**config.mk**
```make
export PLATFORM = sky130hd
export DESIGN_NAME = irq_frame_pusher
export DESIGN_NICKNAME = d
export VERILOG_FILES = /design/src/rtl/ifp_pkg.sv /design/src/rtl/ifp_slot_pick.sv /design/src/rtl/ifp_sp_step.sv /design/src/rtl/ifp_slot_mux.sv /design/src/rtl/irq_frame_pusher.sv
export SDC_FILE = /design/constraint.sdc
export NUM_CORES = 1
export LEC_CHECK = 0
export BUFFER_PORTS_ARGS = -buffer_cell sky130_fd_sc_hd__buf_4
export CAP_MARGIN = 0
export CORE_MARGIN = 8
export CORE_UTILIZATION = 45
export DETAILED_ROUTE_END_ITERATION = 10
export GPL_ROUTABILITY_DRIVEN = 0
export GPL_TIMING_DRIVEN = 1
export PLACE_DENSITY_LB_ADDON = 0.12
export REMOVE_ABC_BUFFERS = 1
export SLEW_MARGIN = 20
export SYNTH_ARGS = -nofsm -noshare
export SYNTH_HDL_FRONTEND = slang
export SYNTH_HIERARCHICAL = 1
export SYNTH_SLANG_ARGS = --single-unit
```
**constraint.sdc**
```tcl
create_clock -name clk -period 4.45 [get_ports clk]
set_input_delay 0.2225 -clock clk [delete_from_list [all_inputs] [get_ports clk]]
set_output_delay 0.2225 -clock clk [all_outputs]
set_load 0.1 [all_outputs]
```
**src/rtl/ifp_pkg.sv**
```systemverilog
package ifp_pkg;
   localparam int SLOT_N = 10;
   localparam int IDX_W  = $clog2(SLOT_N + 1);
   // slot order is behaviour: lower index is written first
   localparam int S_GS = 0, S_FS = 1, S_DS = 2, S_ES = 3, S_OSS = 4,
                  S_OSP = 5, S_FLG = 6, S_CS = 7, S_RIP = 8, S_ERR = 9;
   typedef enum logic {ST_IDLE, ST_REQ} ifp_state_e;
endpackage

```
**src/rtl/ifp_slot_pick.sv**
```systemverilog
module ifp_slot_pick #(
   parameter int N  = 10,
   parameter int IW = 4
) (
   input  logic [N-1:0]  mask_i,
   input  logic [IW-1:0] from_i,
   output logic [IW-1:0] idx_o,
   output logic          found_o
);
   always_comb begin
      idx_o   = '0;
      found_o = 1'b0;
      for (int i = N - 1; i >= 0; i--) begin
         if (mask_i[i] && (i >= int'(from_i))) begin
            idx_o   = IW'(i);
            found_o = 1'b1;
         end
      end
   end
endmodule

```
**src/rtl/ifp_sp_step.sv**
```systemverilog
module ifp_sp_step #(
   parameter int PTR_W  = 32,
   parameter int HALF_W = 16
) (
   input  logic [PTR_W-1:0] ptr_i,
   input  logic [PTR_W-1:0] orig_i,
   input  logic [PTR_W-1:0] base_i,
   input  logic             op32_i,
   input  logic             stk32_i,
   output logic [PTR_W-1:0] dec_o,
   output logic [PTR_W-1:0] addr_o,
   output logic [PTR_W-1:0] merged_o
);
   localparam logic [PTR_W-1:0] STEP_W = PTR_W'(PTR_W / 8);
   localparam logic [PTR_W-1:0] STEP_N = PTR_W'(HALF_W / 8);
   localparam logic [PTR_W-1:0] MASK_N = PTR_W'({HALF_W{1'b1}});

   logic [PTR_W-1:0] mask;
   assign mask     = stk32_i ? '1 : MASK_N;
   assign dec_o    = ptr_i - (op32_i ? STEP_W : STEP_N);
   assign addr_o   = base_i + (ptr_i & mask);
   assign merged_o = (orig_i & ~mask) | (ptr_i & mask);
endmodule

```
**src/rtl/ifp_slot_mux.sv**
```systemverilog
module ifp_slot_mux #(
   parameter int PTR_W  = 32,
   parameter int HALF_W = 16,
   parameter int N      = 10,
   parameter int IW     = 4
) (
   input  logic [N-1:0][PTR_W-1:0] vals_i,
   input  logic [IW-1:0]           idx_i,
   input  logic                    op32_i,
   output logic [PTR_W-1:0]        data_o
);
   logic [PTR_W-1:0] raw;
   assign raw = (int'(idx_i) < N) ? vals_i[idx_i] : '0;

   generate
      if (PTR_W > HALF_W) begin : g_trim
         assign data_o = op32_i ? raw : {{(PTR_W-HALF_W){1'b0}}, raw[HALF_W-1:0]};
      end else begin : g_full
         assign data_o = raw;
      end
   endgenerate
endmodule

```
**src/rtl/irq_frame_pusher.sv**
```systemverilog
module irq_frame_pusher
   import ifp_pkg::*;
#(
   parameter int PTR_W    = 32,
   parameter int HALF_W   = 16,
   parameter int SEL_W    = 16,
   parameter int ACK_WAIT = 64
) (
   input  logic             clk,
   input  logic             rst_n,
   input  logic             start_i,
   input  logic             abort_i,
   input  logic [PTR_W-1:0] sp_i,
   input  logic [PTR_W-1:0] ss_base_i,
   input  logic             stk32_i,
   input  logic             op32_i,
   input  logic             new_stack_i,
   input  logic             v86_i,
   input  logic             err_present_i,
   input  logic             sw_int_i,
   input  logic [SEL_W-1:0] gs_sel_i,
   input  logic [SEL_W-1:0] fs_sel_i,
   input  logic [SEL_W-1:0] ds_sel_i,
   input  logic [SEL_W-1:0] es_sel_i,
   input  logic [SEL_W-1:0] old_ss_sel_i,
   input  logic [PTR_W-1:0] old_sp_i,
   input  logic [PTR_W-1:0] flags_i,
   input  logic [SEL_W-1:0] cs_sel_i,
   input  logic [PTR_W-1:0] next_ip_i,
   input  logic [PTR_W-1:0] cur_ip_i,
   input  logic [PTR_W-1:0] err_code_i,
   output logic             wr_req_o,
   output logic [PTR_W-1:0] wr_addr_o,
   output logic [PTR_W-1:0] wr_data_o,
   output logic             wr_wide_o,
   input  logic             wr_ack_i,
   output logic             done_o,
   output logic             err_o,
   output logic [PTR_W-1:0] sp_o
);
   localparam int CW = $clog2(ACK_WAIT + 1);

   if (PTR_W < 2 * HALF_W) begin : g_chk_ptr
      $error("PTR_W must be at least twice HALF_W");
   end
   if (SEL_W > PTR_W || SEL_W < 1) begin : g_chk_sel
      $error("SEL_W must lie in 1..PTR_W");
   end
   if (ACK_WAIT < 1) begin : g_chk_wait
      $error("ACK_WAIT must be at least 1");
   end

   ifp_state_e                 state_q;
   logic [IDX_W-1:0]           slot_q;
   logic [CW-1:0]              wait_q;
   logic [PTR_W-1:0]           wp_q, orig_q, base_q;
   logic                       op32_q, stk32_q;
   logic [SLOT_N-1:0][PTR_W-1:0] vals_q, vals_d;
   logic [SLOT_N-1:0]          mask_d, mask_q;

   // slot enables from the mode flags
   always_comb begin
      mask_d        = '0;
      mask_d[S_GS]  = op32_i & v86_i;
      mask_d[S_FS]  = op32_i & v86_i;
      mask_d[S_DS]  = op32_i & v86_i;
      mask_d[S_ES]  = op32_i & v86_i;
      mask_d[S_OSS] = new_stack_i;
      mask_d[S_OSP] = new_stack_i;
      mask_d[S_FLG] = 1'b1;
      mask_d[S_CS]  = 1'b1;
      mask_d[S_RIP] = 1'b1;
      mask_d[S_ERR] = err_present_i;
   end

   always_comb begin
      vals_d        = '0;
      vals_d[S_GS]  = PTR_W'(gs_sel_i);
      vals_d[S_FS]  = PTR_W'(fs_sel_i);
      vals_d[S_DS]  = PTR_W'(ds_sel_i);
      vals_d[S_ES]  = PTR_W'(es_sel_i);
      vals_d[S_OSS] = PTR_W'(old_ss_sel_i);
      vals_d[S_OSP] = old_sp_i;
      vals_d[S_FLG] = flags_i;
      vals_d[S_CS]  = PTR_W'(cs_sel_i);
      vals_d[S_RIP] = sw_int_i ? next_ip_i : cur_ip_i;
      vals_d[S_ERR] = err_code_i;
   end

   logic             idle;
   logic [IDX_W-1:0] first_idx, next_idx;
   logic             first_ok, next_ok;
   logic [PTR_W-1:0] dec, addr, merged;

   assign idle = (state_q == ST_IDLE);

   ifp_slot_pick #(.N(SLOT_N), .IW(IDX_W)) u_first (
      .mask_i(mask_d), .from_i('0), .idx_o(first_idx), .found_o(first_ok));

   ifp_slot_pick #(.N(SLOT_N), .IW(IDX_W)) u_next (
      .mask_i(mask_q), .from_i(slot_q + IDX_W'(1)), .idx_o(next_idx), .found_o(next_ok));

   ifp_sp_step #(.PTR_W(PTR_W), .HALF_W(HALF_W)) u_step (
      .ptr_i   (idle ? sp_i : wp_q),
      .orig_i  (orig_q),
      .base_i  (base_q),
      .op32_i  (idle ? op32_i : op32_q),
      .stk32_i (idle ? stk32_i : stk32_q),
      .dec_o   (dec),
      .addr_o  (addr),
      .merged_o(merged));

   ifp_slot_mux #(.PTR_W(PTR_W), .HALF_W(HALF_W), .N(SLOT_N), .IW(IDX_W)) u_mux (
      .vals_i(vals_q), .idx_i(slot_q), .op32_i(op32_q), .data_o(wr_data_o));

   assign wr_req_o  = (state_q == ST_REQ);
   assign wr_addr_o = addr;
   assign wr_wide_o = op32_q;

   always_ff @(posedge clk or negedge rst_n) begin
      if (!rst_n) begin
         state_q <= ST_IDLE;
         slot_q  <= '0;
         wait_q  <= '0;
         wp_q    <= '0;
         orig_q  <= '0;
         base_q  <= '0;
         op32_q  <= 1'b0;
         stk32_q <= 1'b0;
         vals_q  <= '0;
         mask_q  <= '0;
         done_o  <= 1'b0;
         err_o   <= 1'b0;
         sp_o    <= '0;
      end else begin
         done_o <= 1'b0;
         err_o  <= 1'b0;
         case (state_q)
            ST_IDLE: begin
               if (start_i && first_ok) begin
                  state_q <= ST_REQ;
                  slot_q  <= first_idx;
                  wait_q  <= '0;
                  wp_q    <= dec;
                  orig_q  <= sp_i;
                  base_q  <= ss_base_i;
                  op32_q  <= op32_i;
                  stk32_q <= stk32_i;
                  vals_q  <= vals_d;
                  mask_q  <= mask_d;
               end
            end
            default: begin
               if (abort_i) begin
                  state_q <= ST_IDLE;
                  err_o   <= 1'b1;
               end else if (wr_ack_i) begin
                  wait_q <= '0;
                  if (next_ok) begin
                     slot_q <= next_idx;
                     wp_q   <= dec;
                  end else begin
                     state_q <= ST_IDLE;
                     sp_o    <= merged;
                     done_o  <= 1'b1;
                  end
               end else if (wait_q == CW'(ACK_WAIT - 1)) begin
                  state_q <= ST_IDLE;
                  err_o   <= 1'b1;
               end else begin
                  wait_q <= wait_q + CW'(1);
               end
            end
         endcase
      end
   end
endmodule

```
-- Word level (Yosys, flattened, before mapping)
Index checks and enable logic that the tools add are counted.
Widths: inputs -> output; s select.
- flip-flop bits (word level): 378
- latch bits: 0
- bits in writable memories: 0
- ROM bits: 0
- input bits: 331
- output and inout port bits: 100
- memories kept: 0
- add/subtract/negate cells: 4
- multipliers: 0
- divide/modulo/power cells: 0
- order comparisons: 12
- eq/ne operators: 5
- shift-type cells: 0
- muxes and demuxes: 61
- bitwise logic cells: 8
- reductions and logical operators: 15
- operators by type and width (operator ; count):
    $mux 32 ; 11
    $bmux 32 s4 ; 1
    $and 32x32->32 ; 2
    $mux 4 ; 15
    $mux 7 ; 5
    $add 32x32->32 ; 1
    $not 32->32 ; 1
    $or 32x32->32 ; 1
    $sub 32x32->32 ; 1
    $mux 1 ; 26
    $ge 3x4->1 const A ; 4
    $logic_and 1x1->1 ; 10
    $ge 1x4->1 const A ; 2
    $ge 2x4->1 const A ; 2
    $ge 4x4->1 const A ; 2
    $reduce_and 4->1 ; 2
    $add 7x1->7 const B ; 1
    $eq 7x6->1 const B ; 1
    $mux 3 ; 2
    $lt 4x5->1 const B ; 1
    $add 4x1->4 const B ; 1
    $lt 4x4->1 const B ; 1
    $ne 2x2->1 const B ; 2
    $ne 3x3->1 const B ; 1
    other kinds (7) ; 9

-- Depth between registers and ports, before layout
- depth in word-level cells: 17
- mapped depth: 14

-- Cells and area by module
The synthesis kept the hierarchy.
- modules (own cells, without submodules) (module ; instances ; cells an instance ; area an instance (µm²) ; seq. area each (µm²)):
    irq_frame_pusher ; 1 ; 945 ; 15442.3 ; 9308.9
    ifp_slot_mux ; 1 ; 240 ; 2658.8 ; 0.0
    ifp_sp_step ; 1 ; 357 ; 2585.0 ; 0.0
    ifp_slot_pick ; 2 ; 52 ; 341.6 ; 0.0

-- Worst setup path before layout
No wires, ideal clock.
- path type: register -> output
- start point: register state_q (netlist: wr_req_o)
- end point: output wr_addr_o[29]
- arrival: 5.680 ns
- path slack: -1.452 ns
- stages on the path, launching flop included: 15
- path buffers: 4
- cells stage by stage: dfrtp_1 > buf_2 > buf_2 > mux2_2 > clkbuf_1 > and2_1 > ha_1 > clkbuf_1 > and3_1 > nand2_1 > nor3_1 > o21a_1 > nand2b_1 > a2111oi_0 > a211oi_1
- longest elaborated chain between the ends: 4
- ends and longest elaborated chain (what ; line ; RTL):
    start, declared ; irq_frame_pusher.sv:53 ; ifp_state_e state_q;
    start signal, assigned ; irq_frame_pusher.sv:122 ; state_q <= ST_IDLE;
    start signal, assigned ; irq_frame_pusher.sv:141 ; state_q <= ST_REQ;
    start signal, assigned ; irq_frame_pusher.sv:155 ; state_q <= ST_IDLE;
    $mux 1 ; irq_frame_pusher.sv:108 ; .stk32_i (idle ? stk32_i : stk32_q),
    $mux 32 ; ifp_sp_step.sv:19 ; assign mask = stk32_i ? '1 : MASK_N;
    $and 32x32->32 (*) ; ifp_sp_step.sv:21 ; assign addr_o = base_i + (ptr_i & mask);
    $add 32x32->32 (*) ; ifp_sp_step.sv:21 ;
    end, declared ; irq_frame_pusher.sv:33 ; output logic [PTR_W-1:0] wr_addr_o,
Every way passes the cells marked *; elsewhere a longest branch is shown, timed or not.

-- Worst setup path in the final report
- start point: register state_q (netlist: wr_req_o)
- end point: output wr_addr_o[27]
The elaborated chain is that of the path after synthesis.

==> impl_metrics.ini <==
[clock_tree]
cts_sinks = 356
ctsLongestPathBuffers = 3
numCtsBuffers = 43
tritoncts = yes
htree_levels = 2
clkTransAtPathRegs_ns = 0.06
cts-root-buf = clkbuf_16
clk_latency_ns = 0.57

[floorplan]
dieArea_sq_um = 53200
die_width_microns = 231
std_cell_rows = 78
die_h_microns = 231
initial_core_util = 0.457
core_sq_um = 45400
ios = 431

[setup_path]
crit_required_ns = 4.23
critPathTopFamily = compound AO/OA/AOI/OAI gates
critical_path_class = reg -> out
timing.rr.end = wp_q[25]$_DFFE_PN0P_
arrival_ns = 4.01
reg2regPathDepth = 11
cp_num_buf_inv = 4
path_common_cell = buf_4
endpoint_kind = output pin
r2r_start = wr_req_o$_DFF_PN0_
crit_chain = buf_12, mux2_2, ha_1, o211ai_1, o21a_1, a2111oi_2, buf_4, o21a_1, a221oi_1, buf_4, or3_1, and3_1, buf_4
slowest_stage = dfrtp_2
slowest_delay_ns = 0.42
critPathMaxFanout = 11
reg2reg_slack_ns = 0.64
cp-start-kind = register

[global_route]
grt_max_degree = 131
grt_pass1_wl_microns = 98800
busiest_layer = met2
met3_usage = 0.0543
grt_antenna_before_repair = 9
gr-total-overflow = 0
gr-usage-met2 = 0.397
grt_pass1_vias = 17600
met1_usage = 0.285
grtUsageTotal = 0.231

[layout]
area_growth_pct = 40.4
drive_above_1_share = 0.390
layout_commonest_cell = buf_4
final_net_count = 2780
final_cells = 3053
final_cell_mix = buf_4 (444), dfrtp_1 (352), dlygate4sd3_1 (306)

[route]
wl_per_cell_microns = 20.6
drc_errors = 0
dr_total_vias = 16000
drt_iter0_drc = 991
vias_per_cell = 5.23
drt_wl_total_microns = 62900
ant_nets = 0
drtPass1Iterations = 5

[min_path]
holdCritStartpoint = next_ip_i[5]
hp-class = in -> reg
min_to = vals_q[261]$_DFFE_PN0P_
min_path_cells = 3

[sta]
max_slew_margin = 0.394
setup-tns-final_ns = 0
period_share = 0.951
setup_viol = 0
fin_crit_ns = 4.23
fin_worst_skew_ns = 0.0143
hold_violations = 0
worstMarginPinSlew_ns = 0.909
fmax_mhz = 236
slew_viol_final = 0

[placed_design]
numPlacedInstances = 2657
dp_hpwl_microns = 41500
placement.io_buffers = 430

[logic_synthesis]
avgSynthCellArea_sq_um = 12.8
yosys_warnings = 6
syn_area_sq_um = 20700
synth_cells = 1614

[run]
maxCapViolations = 0

[outcome]
outcome = completed
how the worst max path moves through the flow:
stage | from | endpoint | slack [ns] | cells after the start
floorplan | wr_req_o$_DFF_PN0_ | wp_q[0]$_DFFE_PN0P_ | -2.70 | 3
global placement | wr_req_o$_DFF_PN0_ | wr_addr_o[27] | 0.60 | 13
detailed placement | wr_req_o$_DFF_PN0_ | wr_addr_o[27] | 0.60 | 13
CTS | wr_req_o$_DFF_PN0_ | wr_addr_o[18] | 0.02 | 11
global route | wr_req_o$_DFF_PN0_ | wr_addr_o[27] | -0.007 | 13
finish | wr_req_o$_DFF_PN0_ | wr_addr_o[27] | 0.22 | 13
tightest hold or removal path, delay by kind of cell:
family | cells | cell delay, ns
AOI/OAI and AO/OA | 1 | 0.15
buffers and inverters | 1 | 0.09
muxes | 1 | 0.08
cell type report:
cell class	instances	area (sq um)
fill	3431	16300
multi-input combinational	1226	11300
sequential	356	8920
timing repair buffer	761	6620
clock buffer	67	1280
tap	600	751
clock inverter	9	113
inverter	24	90.1
antenna	10	25.0
routing by layer:
layer  routed length, microns  vias to the layer above
met1                    26300                     7904
li1                         -                     7433
met3                     3450                      143
met5                       21                        -
met2                    31100                      468
met4                     2000                        4
state kept, by name, summed over array words and instances, names as in the netlist:
register,cells
wr_req_o,1
stk32_q,1
vals_q,224
wait_q,7
done_o,1
wr_wide_o,1
mask_q,4
wp_q,32
slot_q,4
orig_q,16
err_o,1
base_q,32
sp_o,32
timing repair:
| item | in CTS | in global routing |
|---|---|---|
| setup buffers | 0 | 2 |
| endpoints found under the hold margin | 380 | 0 |
| gates resized for setup | 3 | 7 |
| gates cloned | 1 | 1 |
| hold buffers | 306 | 0 |
| setup endpoints to repair | 2 | 14 |
through the flow:
step / cell area [sq um] / hold slack, ns / setup slack (ns) / util
2_1_floorplan: 20300 / -0.0731 / -2.70 / -
3_3_place_gp: 24500 / 0.362 / 0.598 / 0.540
3_5_place_dp: 24500 / 0.361 / 0.604 / 0.540
4_1_cts: 29000 / 0.00477 / 0.0169 / 0.639
5_1_grt: 29100 / 0.00795 / -0.00656 / 0.641
6_report: 29100 / 0.0142 / 0.217 / 0.641
Power is left out: the tool's default activity adds up to more than one toggle a clock period on the data nets, which glitch-free logic cannot reach.
